**src/rtl/baud_pkg.sv**
```systemverilog
package baud_pkg;

    // Rounded phase step for a carry-out accumulator of acc_w bits.
    // Both clock terms are pre-scaled by 'pre' to keep the product small.
    function automatic longint unsigned step_for(
        input longint unsigned clk_hz,
        input longint unsigned baud,
        input int unsigned     acc_w,
        input int unsigned     pre
    );
        longint unsigned num;
        longint unsigned den;
        den = clk_hz >> pre;
        num = (baud << (acc_w - pre)) + (clk_hz >> (pre + 1));
        return num / den;
    endfunction

endpackage

```
**src/rtl/baud_step_adder.sv**
```systemverilog
module baud_step_adder #(
    parameter int unsigned ACC_W = 16
) (
    input  logic [ACC_W-1:0] phase,
    input  logic [ACC_W-1:0] step,
    input  logic             advance,
    output logic [ACC_W:0]   next_acc
);
    // Carry bit is always recomputed: holding keeps the phase, drops the carry.
    always_comb begin
        if (advance)
            next_acc = {1'b0, phase} + {1'b0, step};
        else
            next_acc = {1'b0, phase};
    end
endmodule

```
**src/rtl/baud_phase_reg.sv**
```systemverilog
module baud_phase_reg #(
    parameter int unsigned ACC_W = 16
) (
    input  logic             clk,
    input  logic             rst,
    input  logic             busy,
    input  logic [ACC_W:0]   next_acc,
    output logic [ACC_W-1:0] phase,
    output logic             carry
);
    typedef struct packed {
        logic             carry;
        logic [ACC_W-1:0] phase;
    } acc_t;

    acc_t acc_q;

    always_ff @(posedge clk) begin
        if (rst)
            acc_q <= '0;
        else
            acc_q <= acc_t'(next_acc);
    end

    assign phase = acc_q.phase;
    assign carry = acc_q.carry;

    // a reset edge always leaves the whole accumulator cleared
    assert_reset_clear_R1: assert property (@(posedge clk)
        rst |=> (acc_q == '0));

    // idle edges freeze the phase and produce no strobe
    assert_idle_hold_R4: assert property (@(posedge clk) disable iff (rst)
        !busy |=> ($stable(acc_q.phase) && !acc_q.carry));

    // strobe never lasts two cycles
    assert_single_pulse_R5: assert property (@(posedge clk) disable iff (rst)
        acc_q.carry |=> !acc_q.carry);
endmodule

```
**src/rtl/baud_tick_gen.sv**
```systemverilog
module baud_tick_gen #(
    parameter int unsigned CLK_HZ   = 50_000_000,
    parameter int unsigned BAUD     = 115_200,
    parameter int unsigned ACC_W    = 16,
    parameter int unsigned PRESCALE = 4
) (
    input  logic clk,
    input  logic rst,
    input  logic busy,
    output logic tick
);
    localparam longint unsigned STEP_WIDE =
        baud_pkg::step_for(longint'(CLK_HZ), longint'(BAUD), ACC_W, PRESCALE);
    localparam logic [ACC_W-1:0] STEP = STEP_WIDE[ACC_W-1:0];
    localparam logic [ACC_W:0]   SPAN = {1'b1, {ACC_W{1'b0}}};

    logic [ACC_W-1:0] phase;
    logic [ACC_W:0]   next_acc;
    logic             carry;

    baud_step_adder #(.ACC_W(ACC_W)) u_adder (
        .phase    (phase),
        .step     (STEP),
        .advance  (busy),
        .next_acc (next_acc)
    );

    baud_phase_reg #(.ACC_W(ACC_W)) u_phase (
        .clk      (clk),
        .rst      (rst),
        .busy     (busy),
        .next_acc (next_acc),
        .phase    (phase),
        .carry    (carry)
    );

    assign tick = carry;

    // a busy edge strobes exactly when the old phase was within STEP of wrapping
    assert_carry_rule_R3: assert property (@(posedge clk) disable iff (rst)
        busy |=> (tick == ({1'b0, $past(phase)} >= (SPAN - {1'b0, STEP}))));
endmodule

```
**config.mk**
```make
export PLATFORM = sky130hd
export DESIGN_NAME = baud_tick_gen
export DESIGN_NICKNAME = d
export VERILOG_FILES = /design/src/rtl/baud_pkg.sv /design/src/rtl/baud_step_adder.sv /design/src/rtl/baud_phase_reg.sv /design/src/rtl/baud_tick_gen.sv
export SDC_FILE = /design/constraint.sdc
export NUM_CORES = 1
export LEC_CHECK = 0
export ABC_CLOCK_PERIOD_IN_PS = 2410
export BUFFER_PORTS_ARGS = -buffer_cell sky130_fd_sc_hd__clkbuf_2
export CORE_MARGIN = 5
export CORE_UTILIZATION = 25
export CTS_BUF_LIST = sky130_fd_sc_hd__clkbuf_4 sky130_fd_sc_hd__clkbuf_8
export DETAILED_ROUTE_END_ITERATION = 6
export SYNTH_ARGS = -nofsm -noshare
export SYNTH_HDL_FRONTEND = slang
export SYNTH_SLANG_ARGS = --single-unit
export TNS_END_PERCENT = 50
```
**constraint.sdc**
```tcl
create_clock -name clk -period 2.41 [get_ports clk]
set_clock_uncertainty 0.1 [all_clocks]
set_input_delay 0 -clock clk [delete_from_list [all_inputs] [get_ports clk]]
set_output_delay 0 -clock clk [all_outputs]
set_load 0.01 [all_outputs]
```
==> run metrics <==
status=finished, final reports clean; Iter 0 DRT Violations=55; Final setup viols=0; Max Fclk=553 MHz; H-tree levels=1; core footprint=0.00328 mm²; Initial DRT Pass Iterations=4; Hold WC Path Type=in -> reg; static leakage power=0.000352 µW; clock latency at the later pin of the worst-skew pair=290 ps; Area Growth Syn to Fin=12.1%; crit start category=register; vias in the first global route=606; WP data required=2500 ps; Post-synth EDFFs=0; DRT Wirelength=1.46 mm; Avg Cell Area, Syn=8.97 µm²; endpoints failing hold=0; final worst path period share=75.0%; worst slack at placement=621 ps; setup bufs post-CTS=0; YS warnings=0; largest net degree at the start of global routing=22; Max-Cap Viols=0; Netlist cell types=33; Seq cells post-synth=17; Setup crit start=u_phase.phase[0]$_SDFFE_PP0P_; antenna cells=0; Seq/Total Area, Yosys=40.8%; DRC viols=0; reg2reg start=u_phase.phase[0]$_SDFFE_PP0P_; GR Overflow Total=0; die width=67.8 µm; TritonCTS clock tree=yes; Cell Chain, Critical Path=inv_1 -> ha_1 -> nand2b_4 -> a211oi_4 -> and4bb_1 -> mux2_4; minimum hold slack=40.8 ps; Least-Margin Pin Slew=428 ps; Arr. time, crit path=1890 ps; Final GP Congestion=0.833; die footprint=0.00459 mm²; Final Cell Area=936 µm²; fin nets=103; final worst slack=603 ps; first-pass GRT wire length=2.61 mm; Synth async-reset ratio=0%; RSZ-0062 raised after global routing=false; Root Driver=clkbuf_4; worst vdd ir=0.113 mV; post-cts sizing count=0; Cells after Synth=93; # clock sinks=17; vias per cell=4.44; CTS buffer count=3; crit path kind=reg -> reg; cts hold-fix bufs=1; dominant register cell in the synthesized netlist=dfxtp_1; PortBufs=3; min-delay src=rst; Worst slew margin=71.2%; Mapped Nets=97; slowest stage delay, CP=360 ps; I/O pin cnt=4; drt wl/cell=10.2 µm; share of cells above drive strength 1=17.3%; initial core utilization=25.4%; # rows=21; filler instances=351; mapped cell area=835 µm²; placed inst area=896 µm²; clock slew at reported path FFs=100 ps; CP max FO=8; Worst setup EP type=register; Post-Route Setup TNS=0 ps; initial antenna violation count=0; Pwr Total=586 µW; Slew Viols, Final=0; total power divided by cell area=626 mW/mm²; Total GRT Usage=7.56%; minimum clock period=1810 ps; antenna viol nets, final=0; Crit-path slowest cell=dfxtp_1; vias=639; Die Y=67.8 µm; hpwl dp=1.06 mm; Max Root-Sink Buffers=2
==> layout make-up <==
cell class / count / area, µm² / share of cell area [%]
flip-flops and latches: 17 / 340 / 36.4
clock buffers: 4 / 30.0 / 3.21
inverters: 3 / 11.3 / 1.20
multi-input cells: 70 / 472 / 50.4
well taps: 46 / 57.6 / 6.15
repair buffers: 4 / 25.0 / 2.67
==> worst max-delay path, delay by kind of cell (launching register included) <==
family | cells | cell delay (ps)
AOI/OAI and AO/OA | 1 | 340
adders and majority gates | 1 | 210
buffers and inverters | 1 | 70
DFF | 1 | 360
muxes | 1 | 290
and+or+nand+nor | 2 | 320
==> per-stage QoR <==
| step | utilization (%) | instances |
|---|---|---|
| after floorplan | - | 93 |
| after CTS | 28.5 | 144 |
| after global placement | 27.3 | 139 |
| after global routing | 28.5 | 144 |
| final | 28.5 | 144 |
| after detailed placement | 27.3 | 139 |
==> Yosys cell counts, types with 2 or more instances <==
master / count / share of area [%]
inv_1: 3 / 1.3
o31ai_1: 3 / 2.7
dfxtp_1: 17 / 41
xor2_1: 4 / 4.2
and3_1: 2 / 1.5
nand2_1: 4 / 1.8
nor2_1: 12 / 5.4
xnor2_1: 2 / 2.1
or4_1: 2 / 1.8
nor4_1: 2 / 1.5
o21ai_0: 4 / 2.4
nor2b_1: 4 / 3.0
clkbuf_1: 2 / 0.90
mux2_2: 3 / 4.0
a21oi_1: 7 / 4.2
nand3_1: 5 / 3.0
==> layout by cell type, fill, tap and decap left out <==
master         Yosys  final
or3_1              1      1
xnor2_1            2      2
nand2b_4           1      1
ha_1               1      1
o31ai_1            3      3
dfxtp_1           17     17
inv_1              3      3
and3_1             2      2
dlygate4sd3_1      0      1
nand4_1            1      1
nor3_1             1      1
or4_1              2      2
a21oi_1            7      7
xor2_1             4      4
nor2_1            12     12
mux2_2             3      3
a31o_2             1      1
o21ai_0            4      4
nor2b_1            4      4
a211oi_1           1      1
mux2_4             1      1
o211ai_1           1      1
a21o_1             1      1
nand3_1            5      5
or3_2              1      1
clkbuf_4           0      4
and4bb_1           1      1
nand2b_1           1      1
o31a_2             1      1
nand2_1            4      4
a211oi_4           1      1
o21bai_2           1      1
nor4_1             2      2
clkbuf_2           0      3
==> worst paths after layout <==
check                           slack [ps]  cells after the start                             end
worst min-delay path                    40                      2   u_phase.phase[6]$_SDFFE_PP0P_
worst max-delay path                   600                      6  u_phase.phase[14]$_SDFFE_PP0P_
worst min register to register         410                      2  u_phase.phase[10]$_SDFFE_PP0P_
worst max register to register         600                      6  u_phase.phase[14]$_SDFFE_PP0P_
==> logic make-up (layout without fill, tap and decap cells) <==
group / count (synthesis) / after routing / synth area share [%]
compound gates: 21 / 21 / 18.0
xor+xnor: 6 / 6 / 6.30
fa+ha+maj: 1 / 1 / 1.50
buf+inv: 6 / 11 / 2.70
flops: 17 / 17 / 40.8
mux: 4 / 4 / 5.85
simple gates: 38 / 38 / 24.9
==> power by group <==
group / leakage (µW) / switching [µW] / internal (µW)
sequential: 0.000139 / 28.4 / 299
clock: 0.0000184 / 90.3 / 75.7
combinational: 0.000195 / 49.1 / 43.8
==> sequential cells by signal, summed over array words and instances, names as in the netlist <==
| register | count |
|---|---|
| u_phase.phase | 16 |
| u_phase.carry | 1 |
==> metal layers <==
layer	routed length, µm	global-route usage [%]	share of wire, %
met5	0	0	0
met2	642	10.9	44
met1	776	9.68	53
met3	11	0.998	0.75
met4	33	6.70	2.3
Note: power is estimated with default switching activity, not from simulation.
